[src/rtl/msi_cap_pkg.sv]
package msi_cap_pkg;
  localparam logic [7:0] CAP_ID = 8'h05;
  // control word bit positions
  localparam int C_EN   = 0;
  localparam int C_XDEN = 10;
  localparam int C_MME  = 4;

  function automatic logic [2:0] clamp3(input logic [2:0] req, input logic [2:0] lim);
    return (req > lim) ? lim : req;
  endfunction
endpackage

[src/rtl/msi_lane_align.sv]
module msi_lane_align (
  input  logic [1:0]  off_i,
  input  logic [1:0]  size_i,
  input  logic [31:0] wdata_i,
  input  logic [31:0] rdword_i,
  output logic [31:0] bmask_o,
  output logic [31:0] wshift_o,
  output logic [31:0] rval_o
);
  logic [3:0]  be;
  logic [31:0] szmask;

  always_comb begin
    case (size_i)
      2'd0:    szmask = 32'h0000_00FF;
      2'd1:    szmask = 32'h0000_FFFF;
      default: szmask = 32'hFFFF_FFFF;
    endcase
    be = 4'b0000;
    for (int b = 0; b < 4; b++) be[b] = szmask[8*b];
    bmask_o  = szmask << {off_i, 3'b000};
    wshift_o = wdata_i << {off_i, 3'b000};
    rval_o   = (rdword_i >> {off_i, 3'b000}) & szmask;
  end
endmodule

[src/rtl/msi_vec_gen.sv]
module msi_vec_gen #(
  parameter int NVEC     = 8,
  parameter bit MASK_CAP = 1'b1
) (
  input  logic                 clk,
  input  logic                 rst,
  input  logic                 en_i,
  input  logic [2:0]           mme_i,
  input  logic [63:0]          addr_i,
  input  logic [31:0]          data_i,
  input  logic [NVEC-1:0]      mask_i,
  output logic [64*NVEC-1:0]   vec_addr_o,
  output logic [32*NVEC-1:0]   vec_data_o,
  output logic [NVEC-1:0]      vec_masked_o
);
  logic [5:0] lim;
  assign lim = 6'd1 << mme_i;

  for (genvar g = 0; g < NVEC; g++) begin : g_vec
    always_ff @(posedge clk) begin
      if (rst) begin
        vec_addr_o[64*g +: 64] <= '0;
        vec_data_o[32*g +: 32] <= '0;
        vec_masked_o[g]        <= 1'b1;
      end else begin
        vec_addr_o[64*g +: 64] <= addr_i;
        vec_data_o[32*g +: 32] <= data_i + 32'(g);
        vec_masked_o[g]        <= !en_i || (6'(g) >= lim) || (MASK_CAP && mask_i[g]);
      end
    end

    a_r7_beyond_count_masked: assert property (@(posedge clk) disable iff (rst)
      (6'(g) >= lim) |=> vec_masked_o[g]);
    a_r8_mask_forces_vector: assert property (@(posedge clk) disable iff (rst)
      (MASK_CAP && mask_i[g]) |=> vec_masked_o[g]);
  end

  a_r9_disabled_all_masked: assert property (@(posedge clk) disable iff (rst)
    !en_i |=> (&vec_masked_o));
endmodule

[src/rtl/msi_cap_regs.sv]
module msi_cap_regs #(
  parameter bit          ADDR64_CAP   = 1'b1,
  parameter bit          MASK_CAP     = 1'b1,
  parameter bit          XDATA_CAP    = 1'b1,
  parameter int          VEC_LOG2     = 3,
  parameter logic [7:0]  NEXT_PTR     = 8'h00,
  localparam int         NVEC         = 1 << VEC_LOG2
) (
  input  logic                 clk,
  input  logic                 rst,
  input  logic                 wr_en_i,
  input  logic                 rd_en_i,
  input  logic [4:0]           addr_i,
  input  logic [1:0]           size_i,
  input  logic [31:0]          wdata_i,
  output logic [31:0]          rdata_o,
  output logic                 rd_valid_o,
  output logic [64*NVEC-1:0]   vec_addr_o,
  output logic [32*NVEC-1:0]   vec_data_o,
  output logic [NVEC-1:0]      vec_masked_o
);
  import msi_cap_pkg::*;

  localparam int CAP_LEN = 12 + (ADDR64_CAP ? 4 : 0) + (MASK_CAP ? 8 : 0);
  localparam int DW_DATA = ADDR64_CAP ? 3 : 2;
  localparam int DW_MASK = DW_DATA + 1;
  localparam logic [2:0] VL = 3'(VEC_LOG2);

  logic            en_q, xden_q;
  logic [2:0]      mme_q;
  logic [31:0]     addr_lo_q, addr_hi_q, data_q;
  logic [NVEC-1:0] mask_q;

  logic [2:0]  dw;
  logic        in_rng;
  logic [15:0] ctrl_rd;
  logic [31:0] cur_dword, bmask, wshift, rval, merged;

  assign dw     = addr_i[4:2];
  assign in_rng = int'({addr_i[4:2], 2'b00}) < CAP_LEN;
  assign ctrl_rd = {5'b0, xden_q, XDATA_CAP, MASK_CAP, ADDR64_CAP, mme_q, VL, en_q};

  always_comb begin
    cur_dword = '0;
    if (dw == 3'd0)                                  cur_dword = {ctrl_rd, NEXT_PTR, CAP_ID};
    else if (dw == 3'd1)                             cur_dword = addr_lo_q;
    else if (ADDR64_CAP && dw == 3'd2)               cur_dword = addr_hi_q;
    else if (int'(dw) == DW_DATA)                    cur_dword = data_q;
    else if (MASK_CAP && int'(dw) == DW_MASK)        cur_dword = 32'(mask_q);
  end

  msi_lane_align u_align (
    .off_i   (addr_i[1:0]),
    .size_i  (size_i),
    .wdata_i (wdata_i),
    .rdword_i(cur_dword),
    .bmask_o (bmask),
    .wshift_o(wshift),
    .rval_o  (rval)
  );

  assign merged = (cur_dword & ~bmask) | (wshift & bmask);

  always_ff @(posedge clk) begin
    if (rst) begin
      en_q       <= 1'b0;
      xden_q     <= 1'b0;
      mme_q      <= '0;
      addr_lo_q  <= '0;
      addr_hi_q  <= '0;
      data_q     <= '0;
      mask_q     <= '0;
      rdata_o    <= '0;
      rd_valid_o <= 1'b0;
    end else begin
      rd_valid_o <= rd_en_i;
      if (rd_en_i) rdata_o <= rval;
      if (wr_en_i && in_rng) begin
        if (dw == 3'd0) begin
          en_q   <= merged[16 + C_EN];
          mme_q  <= clamp3(merged[16 + C_MME +: 3], VL);
          xden_q <= XDATA_CAP & merged[16 + C_XDEN];
        end else if (dw == 3'd1) begin
          addr_lo_q <= merged;
        end else if (ADDR64_CAP && dw == 3'd2) begin
          addr_hi_q <= merged;
        end else if (int'(dw) == DW_DATA) begin
          data_q <= xden_q ? merged : {16'h0000, merged[15:0]};
        end else if (MASK_CAP && int'(dw) == DW_MASK) begin
          mask_q <= merged[NVEC-1:0];
        end
      end
    end
  end

  msi_vec_gen #(.NVEC(NVEC), .MASK_CAP(MASK_CAP)) u_vec (
    .clk         (clk),
    .rst         (rst),
    .en_i        (en_q),
    .mme_i       (mme_q),
    .addr_i      ({addr_hi_q, addr_lo_q}),
    .data_i      (data_q),
    .mask_i      (mask_q),
    .vec_addr_o  (vec_addr_o),
    .vec_data_o  (vec_data_o),
    .vec_masked_o(vec_masked_o)
  );

  a_r11_read_strobe: assert property (@(posedge clk) disable iff (rst)
    rd_en_i |=> rd_valid_o);
  a_r1_oob_write_ignored: assert property (@(posedge clk) disable iff (rst)
    (wr_en_i && !in_rng) |=> ($stable(data_q) && $stable(en_q) && $stable(mme_q) && $stable(mask_q)));
  a_r3_mme_within_cap: assert property (@(posedge clk) disable iff (rst)
    mme_q <= VL);
endmodule

[config.mk]
export PLATFORM = sky130hd
export DESIGN_NAME = msi_cap_regs
export DESIGN_NICKNAME = d
export VERILOG_FILES = /design/src/rtl/msi_cap_pkg.sv /design/src/rtl/msi_lane_align.sv /design/src/rtl/msi_vec_gen.sv /design/src/rtl/msi_cap_regs.sv
export SDC_FILE = /design/constraint.sdc
export NUM_CORES = 1
export LEC_CHECK = 0
export ABC_AREA = 1
export BUFFER_PORTS_ARGS = -buffer_cell sky130_fd_sc_hd__buf_2
export CAP_MARGIN = 20
export CORE_AREA = 2 2 336 338
export DETAILED_ROUTE_END_ITERATION = 10
export DIE_AREA = 0 0 338 340
export SYNTH_ARGS = -nofsm -noshare
export SYNTH_HDL_FRONTEND = slang
export SYNTH_SLANG_ARGS = --single-unit
[constraint.sdc]
create_clock -name clk -period 2.4 [get_ports clk]
set_input_delay 0.12 -clock clk [delete_from_list [all_inputs] [get_ports clk]]
set_output_delay 0.12 -clock clk [all_outputs]
set_load 0.01 [all_outputs]
==> results of run 1 <==
==> metal layers <==
layer / part of all wire (%) / global-route usage (%) / vias up
met2: 45 / 28.3 / 974
met1: 42 / 22.9 / 9874
met5: 0.11 / 0 / -
li1: - / - / 9902
met4: 2.9 / 5.14 / 20
met3: 10 / 6.25 / 151
==> final cells by class <==
type	instances	area [um^2]	area share [%]
clock inverters	29	403	1.48
clock buffers	70	1540	5.65
multi-input cells	1615	7670	28.1
diodes	6	15.0	0.0550
repair buffers	1007	5580	20.5
well taps	1500	1880	6.88
flip-flops and latches	460	9210	33.8
inverters	264	991	3.63
==> synth_stat cells <==
| cell type | count | area share [%] |
|---|---|---|
| nand2_4 | 1 | 0.051 |
| nor2_8 | 2 | 0.18 |
| nand3_2 | 1 | 0.046 |
| nand2_1 | 492 | 8.4 |
| o21ai_0 | 202 | 4.6 |
| and3_1 | 1 | 0.029 |
| o22ai_1 | 8 | 0.23 |
| nor3_2 | 6 | 0.27 |
| buf_1 | 12 | 0.21 |
| o21a_1 | 7 | 0.24 |
| nand2_2 | 7 | 0.20 |
| o211ai_1 | 5 | 0.17 |
| nor2_1 | 243 | 4.2 |
| clkbuf_1 | 81 | 1.4 |
| o21bai_1 | 1 | 0.034 |
| nor4_1 | 2 | 0.057 |
| buf_4 | 465 | 16 |
| a211oi_1 | 1 | 0.034 |
| nand3b_1 | 3 | 0.10 |
| nor3_4 | 1 | 0.074 |
| mux2i_1 | 7 | 0.32 |
| o32ai_1 | 1 | 0.040 |
| a22oi_1 | 14 | 0.48 |
| buf_6 | 1 | 0.051 |
| inv_1 | 243 | 4.2 |
| nor2_2 | 16 | 0.46 |
| nand4_1 | 20 | 0.57 |
| a21oi_1 | 287 | 6.6 |
| a2bb2oi_1 | 3 | 0.12 |
| nor2_4 | 3 | 0.15 |
| xnor2_1 | 2 | 0.080 |
| clkinv_1 | 9 | 0.15 |
| a31oi_1 | 5 | 0.14 |
| xor2_1 | 25 | 1.0 |
| dfxtp_1 | 460 | 42 |
| buf_2 | 33 | 0.75 |
| nand3_1 | 192 | 4.4 |
| o21ai_1 | 13 | 0.30 |
| inv_2 | 12 | 0.21 |
| nor3_1 | 31 | 0.71 |
| ha_1 | 12 | 0.69 |
| o2111ai_1 | 1 | 0.040 |
==> kinds of logic after synthesis <==
group	after synthesis	share of synthesized area, %
buffers and inverters	856	22.9
AO/OA/AOI/OAI	548	13.0
AND/OR/NAND/NOR	1021	19.9
XOR/XNOR	27	1.08
adder cells (fa/ha/maj)	12	0.686
flip-flops	460	42.1
multiplexers	7	0.320
==> stage by stage <==
stage / instances / hold WS, ns / setup WS (ns) / util [%] / power (mW)
2_1_floorplan: 2931 / 0.325 / 0.203 / - / 8.99
3_3_place_gp: 4838 / 0.441 / 0.0647 / 22.6 / 9.62
3_5_place_dp: 4838 / 0.447 / 0.0319 / 22.6 / 9.62
4_1_cts: 4944 / 0.0122 / 0.159 / 24.4 / 18.7
5_1_grt: 4946 / 0.0610 / 0.0103 / 24.4 / 19.1
6_report: 4951 / 0.0553 / 0.110 / 24.5 / 18.4
==> cells in the final DEF (no fill, tap or decap), types with 8 or more instances in the layout <==
master and instances:
o22ai_1 8, nor2_2 19, ha_1 12, nand3_1 192, xor2_1 25, o21ai_1 13, clkinv_1 9, dfxtp_1 460
buf_4 139, buf_12 9, a22oi_1 14, inv_2 13, nor2_1 240, nor3_1 31, o21ai_0 202, nand4_1 20
inv_1 242, buf_2 849, clkbuf_16 53, nand2_1 492, a21oi_1 287, clkbuf_8 15
==> power by group through the flow <==
stage / clock network, mW / logic [mW] / registers, mW
after floorplan: 0 / 0.908 / 8.08
after global placement: 0 / 1.54 / 8.08
after detailed placement: 0 / 1.54 / 8.08
after CTS: 9.18 / 1.56 / 7.92
after global routing: 9.47 / 1.68 / 7.93
final: 8.98 / 1.56 / 7.91
==> sequential cells by signal, indices dropped and copies added (netlist names) <==
| name | cells |
|---|---|
| data_q | 32 |
| rd_valid_o | 1 |
| xden_q | 1 |
| rdata_o | 32 |
| u_vec.vec_masked_o | 8 |
| en_q | 1 |
| mme_q | 3 |
| addr_lo_q | 32 |
| addr_hi_q | 32 |
| mask_q | 8 |
| u_vec.vec_data_o | 246 |
| u_vec.vec_addr_o | 64 |
==> how the worst min path moves through the flow <==
stage                 start                   end  depth (start not counted)
6_report          addr_i[4]             mask_q[6]                          5
5_1_grt         wdata_i[27]         addr_lo_q[27]                          7
4_1_cts         wdata_i[27]         addr_lo_q[27]                          7
3_5_place_dp   addr_lo_q[4]  u_vec.vec_addr_o[68]                          2
3_3_place_gp   addr_lo_q[3]  u_vec.vec_addr_o[67]                          2
2_1_floorplan       rd_en_i            rdata_o[1]                          3
==> worst register-to-register path, stage by stage, from the launching register on <==
cell and delay, ns:
dfxtp_1 0.55, nand2_2 0.20, nor2_1 0.32, nand2_1 0.30, nor2_1 0.37, xor2_1 0.29, o22ai_1 0.11
==> repair_timing <==
item	in CTS	in global routing
buffers inserted	0	0
hold buffers	7	0
gates resized for setup	0	2
endpoints found under the hold margin	45	0
endpoints found under the setup margin	0	2
==> qor.yml, run 1 <==
crit_path_end_kind: "register"
hold_viol: 0
grt.overflow.total: 0
syn_inst: 2931
detail-route-antenna-nets: 0
clock_latency_ns: 0.64
timing.fmax_mhz: 437
hold_path.class: "in2reg"
core_area_mm2: 0.112
worstMarginPinSlew_ns: 0.858
p_leak_nw: 13.6
hpwl_um: 88000
startpoint: "data_q[6]"
netlist_area_mm2: 0.0219
nets: 3456
grt_pass1_vias: 19200
cts_tree: "built"
p_sw_share_pct: 26.3
clkTransAtPathRegs_ns: 0.06
cp_top_family: "simple AND/OR/NAND/NOR gates"
cp.required_ns: 2.91
post-route-cell-area_mm2: 0.0273
synth_seq_cells: 460
switchingPower_mw: 4.86
numCtsBuffers: 53
combPwrFrac_pct: 8.5
worst_clock_skew_ns: 0.0267
place.gp.congestion: 0.957
crit_type: "reg2reg"
crit_arrival_ns: 2.80
ios: 852
fp.dieW_um: 338
crit_end: "u_vec.vec_data_o[78]"
reg2reg_depth: 6
place.port_buffers: 851
fin_crit_sh_pct: 95.4
htreeDepth: 2
antenna_found_initial: 28
setup_viol_count_final: 0
grt_max_degree: 89
start_util_pct: 19.6
p_per_area_mw_per_mm2: 676
fillerInstances: 12400
die-area_mm2: 0.115
cp_num_buf_inv: 0
worst-path-stages: 6
yosysUniqueCellTypes: 42
r2r-start: "data_q[6]"
crit_top_cell: "nor2_1"
max-vdd-ir-drop_mv: 0.412
avgRoutedWirePerCell_um: 21.9
dpl-instance-area_mm2: 0.0252
slowest_stage: "dfxtp_1"
critPathMaxStageDelay_ns: 0.55
viasPerCell: 4.23
outcome: "complete, no violations"
cts.sinks: 460
die_h_um: 340
rr_endpoint: "u_vec.vec_data_o[78]"
vias: 20900
syn_nets: 2986
worstSetupStartpointType: "register"
cp_cell_sequence: "nand2_2, nor2_1, nand2_1, nor2_1, xor2_1, o22ai_1"
grt_usage_pct: 17.9
ys_warn_count: 0
final_max_slew_viol_count: 0
worstPathMaxFanout: 9
drt_pass1_iterations: 6
rsz0062_at_grt: "no"
syn2layout_area_growth_pct: 24.7
p_int_mw: 13.6
cap_viol_max_count: 0
layout_min_cycle_time_ns: 2.29
r2r_setup_slack_ns: 0.11
drc: 0
initialDrtViolationCount: 1678
layout-drive-gt1-share_pct: 33.4
tns_ns: 0
relSlewSlack_pct: 42.2
wl_um: 108000
power_frac_clock_pct: 48.7
syn_area_per_cell_um2: 7.46
p_seq_share_pct: 42.9
cts_root_buf: "clkbuf_16"
rows: 123
cts_buffer_depth: 3
grt_pass1_wl_um: 147000
seq_area_frac_synth_pct: 42.1
(Power assumes the default switching activity.)
==> inputs of run 2 (changes only) <==
--- a/config.mk
+++ b/config.mk
@@ -5,7 +5,6 @@
 export SDC_FILE = /design/constraint.sdc
 export NUM_CORES = 1
 export LEC_CHECK = 0
-export ABC_AREA = 1
 export BUFFER_PORTS_ARGS = -buffer_cell sky130_fd_sc_hd__buf_2
 export CAP_MARGIN = 20
 export CORE_AREA = 2 2 336 338
==> run 2 against run 1 <==
Compared with the run above:
- first-iteration DRC count shrank 0.54%
- global-route usage shrank 1.5 points
- critical path type unchanged
- critical path depth shrank 1
- routed wire length shrank 7.6%
- combinational power shrank 23%
- critical endpoint is now u_vec.vec_data_o[92]
- utilization is essentially flat
- final cell count shrank 8.6%
==> qor.yml, run 2 <==
outcome: "complete, no violations"
vias: 19200  # -8.2%
crit_path_end_kind: "register"
setup_viol_count_final: 0  # unchanged
synth_top_area_share_pct: 41.9  # -0.21 points
synth_seq_cells: 460  # unchanged
drt_pass1_iterations: 5  # -1
synth_area_leaders: "dfxtp_1, buf_4, nor2_1, xor2_1, nand2_1"
hold_viol: 0  # unchanged
rows: 123  # unchanged
syn_nets: 2572  # -14%
htreeDepth: 2  # unchanged
die_h_um: 340  # unchanged
holdPathStages: 5  # unchanged
worstMarginPinSlew_ns: 1.05  # +0.194 ns
grt_usage_pct: 16.5  # -1.5 points
numCtsBuffers: 51  # -3.8%
synth-main-ff-cell: "dfxtp_1"
antenna_found_initial: 11  # -61%
fp.dieW_um: 338  # unchanged
r2r-start: "data_q[11]"
layout_min_cycle_time_ns: 2.22  # -0.0723 ns
grt_max_degree: 114  # +28%
relSlewSlack_pct: 29.6  # -13 points
netlist_area_mm2: 0.0220  # +0.49%
synth_edf_count: 0  # unchanged
p_leak_nw: 12.7  # -5.9%
place.gp.congestion: 0.914  # -4.5%
yosysUniqueCellTypes: 67  # +60%
cts.sinks: 460  # unchanged
ys_warn_count: 0  # unchanged
synthArstFlopShare_pct: 0  # unchanged
drc: 0  # unchanged
crit_end: "u_vec.vec_data_o[92]"
viasPerCell: 4.25  # +0.46%
initialDrtViolationCount: 1669  # -0.54%
fin_crit_sh_pct: 92.4  # -3.0 points
syn2layout_area_growth_pct: 24.3
max-vdd-ir-drop_mv: 0.509  # +23%
final_max_slew_viol_count: 0  # unchanged
cts_tree: "built"
reg2reg_depth: 5  # -1
rr_endpoint: "u_vec.vec_data_o[92]"
worstPathMaxFanout: 7  # -2
largest_register: "u_vec.vec_data_o"
startpoint: "data_q[11]"
cap_viol_max_count: 0  # unchanged
crit_arrival_ns: 2.73  # -0.07 ns
cp.required_ns: 2.91  # about the same
grt_pass1_vias: 17600  # -8.5%
avgRoutedWirePerCell_um: 22.1  # +1.1%
grt_pass1_wl_um: 135000  # -8.0%
layout_common_cells: "buf_2, dfxtp_1, nor2_1, nand2_1, buf_4"
wl_um: 100000  # -7.6%
seq_area_frac_synth_pct: 41.9  # -0.21 points
hpwl_um: 80400  # -8.6%
clock_latency_ns: 0.62  # -0.02 ns
synth_most_common_cell: "dfxtp_1"
nets: 3037  # -12%
worstSetupStartpointType: "register"
timing.fmax_mhz: 451  # +3.3%
r2r_setup_slack_ns: 0.18  # +0.07 ns
core_area_mm2: 0.112  # unchanged
holdWs_ns: 0.0522  # -0.00309 ns
cts_root_buf: "clkbuf_16"
die-area_mm2: 0.115  # unchanged
rsz0062_at_grt: "no"
final_core_util_pct: 24.5  # +0.031 points
grt.overflow.total: 0  # unchanged
ys_top_cells_by_count: "dfxtp_1, buf_4, nor2_1"
crit_type: "reg2reg"
top_regs: "u_vec.vec_data_o (246), u_vec.vec_addr_o (64)"
final_common_cell: "buf_2"
ios: 852  # unchanged
syn_inst: 2517  # -14%
place.port_buffers: 851  # unchanged
synth_top_area_cell: "dfxtp_1"
worst_clock_skew_ns: 0.0226  # -0.00407 ns
layout-drive-gt1-share_pct: 38.5  # +5.1 points
detail-route-antenna-nets: 0  # unchanged
p_per_area_mw_per_mm2: 627  # -7.3%
syn_area_per_cell_um2: 8.73  # +17%
clkTransAtPathRegs_ns: 0.06  # about the same
start_util_pct: 19.7  # +0.096 points
fillerInstances: 12200  # -2.4%
largest_register_ffs: 246  # unchanged
hold_path.class: "in2reg"
cts_buffer_depth: 3  # unchanged
## run 2: changes by cell type after synthesis, moves of 88 or more
cell,delta
nand2_1,-275
a21oi_1,-202
nor2b_1,+112
inv_1,-222
o21ai_0,-167
xor2_1,+88
nand3_1,-119
## run 2: layout make-up
class	count	area (um^2)	area share, %
flip-flops and latches	460	9210	33.7
multi-input cells	1415	8640	31.6
repair buffers	1031	5780	21.2
well taps	1500	1880	6.87
clock buffers	76	1490	5.45
clock inverters	18	231	0.847
inverters	23	86.3	0.316
diodes	3	7.51	0.0275
## run 2: cell families (layout without fill, tap and decap cells)
kind of cell	Yosys count	in the layout	synth area share, %
and+or+nand+nor	854	854	18.3
xor gates and xnor gates	177	177	7.05
AOI/OAI and AO/OA	269	269	8.08
DFF	460	460	41.9
buffers and inverters	642	1148	18.9
adders and majority gates	12	12	0.683
other	0	3	0
muxes	103	103	5.14
## run 2: worst max-delay path, stage by stage (launching register included)
cell and delay (ns):
dfxtp_1 0.61, and4_1 0.33, nand3_1 0.37, nor3_2 0.42
nand2_1 0.11, mux2_2 0.28
## run 2: metal layers
layer  GRT usage (%)  part of all wire, %  vias to the layer above
li1                -                    -                     8795
met1            20.8                   42                     9376
met2            26.9                   47                      892
met3            4.02                  7.8                      146
met4            6.11                  3.8                        4
met5               0                0.024                        -
## run 2: worst min-delay path by stage
stage | from | to | slack (ns)
global placement | rdata_o[20] | rdata_o[20] | 0.44
global route | wdata_i[5] | mask_q[5] | 0.05
floorplan | wdata_i[2] | addr_hi_q[2] | 0.36
detailed placement | addr_hi_q[18] | addr_hi_q[18] | 0.45
CTS | wdata_i[1] | mask_q[1] | 0.02
finish | wdata_i[1] | addr_hi_q[1] | 0.05
## run 2: report_power, final
group / switching [mW] / internal, mW
combinational: 0.781 / 0.420
clock: 3.46 / 4.65
sequential: 0.0956 / 7.72
## run 2: through the flow
stage | instances | cell area, um^2 | TNS [ns] | power (mW) | setup slack [ns]
after floorplan | 2517 | 22000 | 0 | 8.68 | 0.118
after global placement | 4426 | 25600 | 0 | 9.16 | 0.00217
after detailed placement | 4426 | 25600 | -0.0460 | 9.17 | -0.0195
after CTS | 4523 | 27300 | 0 | 17.3 | 0.184
after global routing | 4523 | 27300 | 0 | 17.7 | 0.0212
final | 4526 | 27300 | 0 | 17.1 | 0.183
## run 2: timing repair
action / 4_1_cts / 5_1_grt
endpoints found under the setup margin: 0 / 1
gates resized for setup: 0 / 1
buffers inserted: 0 / 0
hold endpoints to repair: 30 / 0
hold buffers: 3 / 0
==> inputs of run 3 (changes only) <==
--- a/config.mk
+++ b/config.mk
@@ -10,6 +10,7 @@
 export CORE_AREA = 2 2 336 338
 export DETAILED_ROUTE_END_ITERATION = 10
 export DIE_AREA = 0 0 338 340
+export RECOVER_POWER = 100
 export SYNTH_ARGS = -nofsm -noshare
 export SYNTH_HDL_FRONTEND = slang
 export SYNTH_SLANG_ARGS = --single-unit
==> run 3 against run 2 <==
Compared with the run above:
- clock skew about the same
- via count grew 0.27%
- utilization decreased by 1.1 points
- combinational power decreased by 5%
- worst hold slack got worse by 0.0010 ns
- non-clock buffer count did not move
- final cell count hardly changed
- register-to-register slack worse by 0.097 ns
==> qor.yml, run 3 (synthesis gave the netlist of run 2 again) <==
outcome: "complete, no violations"
crit_path_end_kind: "register"
final_max_slew_viol_count: 0  # unchanged
cts.sinks: 460  # unchanged
clock_latency_ns: 0.62  # about the same
p_per_area_mw_per_mm2: 654  # +4.3%
cp.required_ns: 2.85  # -0.06 ns
start_util_pct: 19.7  # unchanged
cts_root_buf: "clkbuf_16"
nets: 3037  # unchanged
die-area_mm2: 0.115  # unchanged
worstSetupStartpointType: "register"
layout-drive-gt1-share_pct: 10.2  # -28 points
crit_type: "reg2reg"
tns_ns: 0  # unchanged
ios: 852  # unchanged
hold_viol: 0  # unchanged
grt_pass1_vias: 17600  # unchanged
wl_um: 100000  # +0.39%
cap_viol_max_count: 0  # unchanged
power_frac_clock_pct: 47.5  # about the same
numCtsBuffers: 51  # unchanged
vias: 19300  # +0.27%
p_leak_nw: 9.11  # -29%
detail-route-antenna-nets: 0  # unchanged
rsz0062_at_grt: "no"
p_sw_share_pct: 25.4  # +0.10 points
setup_viol_count_final: 0  # unchanged
fillerInstances: 12700  # +4.3%
hpwl_um: 80400  # unchanged
core_area_mm2: 0.112  # unchanged
drt_pass1_iterations: 5  # unchanged
top_regs: "u_vec.vec_data_o (246), u_vec.vec_addr_o (64)"
switchingPower_mw: 4.34  # about the same
critPathMaxStageDelay_ns: 0.60  # about the same
slowest_stage: "dfxtp_1"
combPwrFrac_pct: 6.7  # -0.3 points
worstMarginPinSlew_ns: 1.17  # +0.119 ns
avgRoutedWirePerCell_um: 22.2  # +0.44%
worstPathMaxFanout: 10  # +3
grt_pass1_wl_um: 135000  # unchanged
p_int_mw: 12.7  # -0.51%
fin_crit_sh_pct: 96.4  # +4.0 points
die_h_um: 340  # unchanged
holdPathStages: 5  # unchanged
drc: 0  # unchanged
antenna_found_initial: 10  # -1
rows: 123  # unchanged
viasPerCell: 4.26  # +0.31%
cp_cell_sequence: "clkbuf_2, nand4_1, nor2_1, clkbuf_1, nand2_1, xor2_1, nor2_1"
layout_min_cycle_time_ns: 2.31  # +0.0971 ns
largest_register_ffs: 246  # unchanged
p_seq_share_pct: 45.8  # +0.2 points
crit_arrival_ns: 2.76  # +0.03 ns
reg2reg_depth: 7  # +2
timing.fmax_mhz: 432  # -4.2%
grt_max_degree: 114  # unchanged
clkTransAtPathRegs_ns: 0.06  # about the same
largest_register: "u_vec.vec_data_o"
syn2layout_area_growth_pct: 18.7
grt.overflow.total: 0  # unchanged
fp.dieW_um: 338  # unchanged
holdWs_ns: 0.0512  # -0.000999 ns
worst_clock_skew_ns: 0.0230  # +0.000381 ns
place.port_buffers: 851  # unchanged
place.gp.congestion: 0.914  # unchanged
htreeDepth: 2  # unchanged
relSlewSlack_pct: 21.6  # -8.0 points
final_common_cell: "clkbuf_1"
cts_buffer_depth: 3  # unchanged
final_core_util_pct: 23.4  # -1.1 points
hold_path.class: "in2reg"
layout_common_cells: "clkbuf_1, dfxtp_1, nor2_1, nand2_1, xor2_1"
crit_top_cell: "nor2_1"
cts_tree: "built"
initialDrtViolationCount: 1765  # +5.8%
max-vdd-ir-drop_mv: 0.510  # +0.33%
grt_usage_pct: 16.5  # unchanged
## run 3: worst paths after layout
path                           endpoint           from  slack [ns]
hold reg to reg           addr_hi_q[18]  addr_hi_q[18]        0.46
hold / removal             addr_hi_q[1]     wdata_i[1]        0.05
setup reg to reg  u_vec.vec_data_o[173]     data_q[11]        0.09
setup / recovery  u_vec.vec_data_o[173]     data_q[11]        0.09
## run 3: metal layers
layer | part of all wire, % | GRT usage, %
met4 | 3.9 | 6.11
met2 | 46 | 26.9
met1 | 42 | 20.8
met3 | 8.1 | 4.02
met5 | 0.024 | 0
## run 3: critical path, delay by kind of cell (launching register included)
family | cells | cell delay [ns]
buf+inv | 2 | 0.74
simple gates | 4 | 0.67
flops | 1 | 0.60
xor+xnor | 1 | 0.15
## run 3: through the flow
| step | power, mW | area [um^2] | cells | worst slack (ns) |
|---|---|---|---|---|
| final | 17.1 | 26100 | 4524 | 0.0854 |
| after detailed placement | 9.17 | 25600 | 4426 | -0.0195 |
| after global placement | 9.16 | 25600 | 4426 | 0.00217 |
| after global routing | 17.6 | 26100 | 4523 | 0.0144 |
| after floorplan | 8.68 | 22000 | 2517 | 0.118 |
| after CTS | 17.3 | 27300 | 4523 | 0.184 |
## run 3: timing repair
item                                    in CTS  in global routing
endpoints found under the hold margin       30                  0
hold buffers                                 3                  0
endpoints found under the setup margin       0                  1
buffers inserted                             0                  0
resized for setup                            0                  1
## run 3: cell type report
| class | count | area (um^2) | share of cell area, % |
|---|---|---|---|
| clock buffer | 76 | 1490 | 5.71 |
| timing repair buffer | 1031 | 4580 | 17.6 |
| sequential | 460 | 9210 | 35.3 |
| tap | 1500 | 1880 | 7.19 |
| multi-input combinational | 1415 | 8620 | 33.0 |
| antenna | 1 | 2.50 | 0.00959 |
| clock inverter | 18 | 231 | 0.887 |
| inverter | 23 | 86.3 | 0.331 |
## run 3: power by group through the flow
stage / logic (mW) / clock network (mW) / registers, mW
floorplan: 0.717 / 0 / 7.96
global placement: 1.18 / 0 / 7.98
detailed placement: 1.19 / 0 / 7.98
CTS: 1.19 / 8.31 / 7.81
global route: 1.20 / 8.61 / 7.82
finish: 1.14 / 8.11 / 7.82
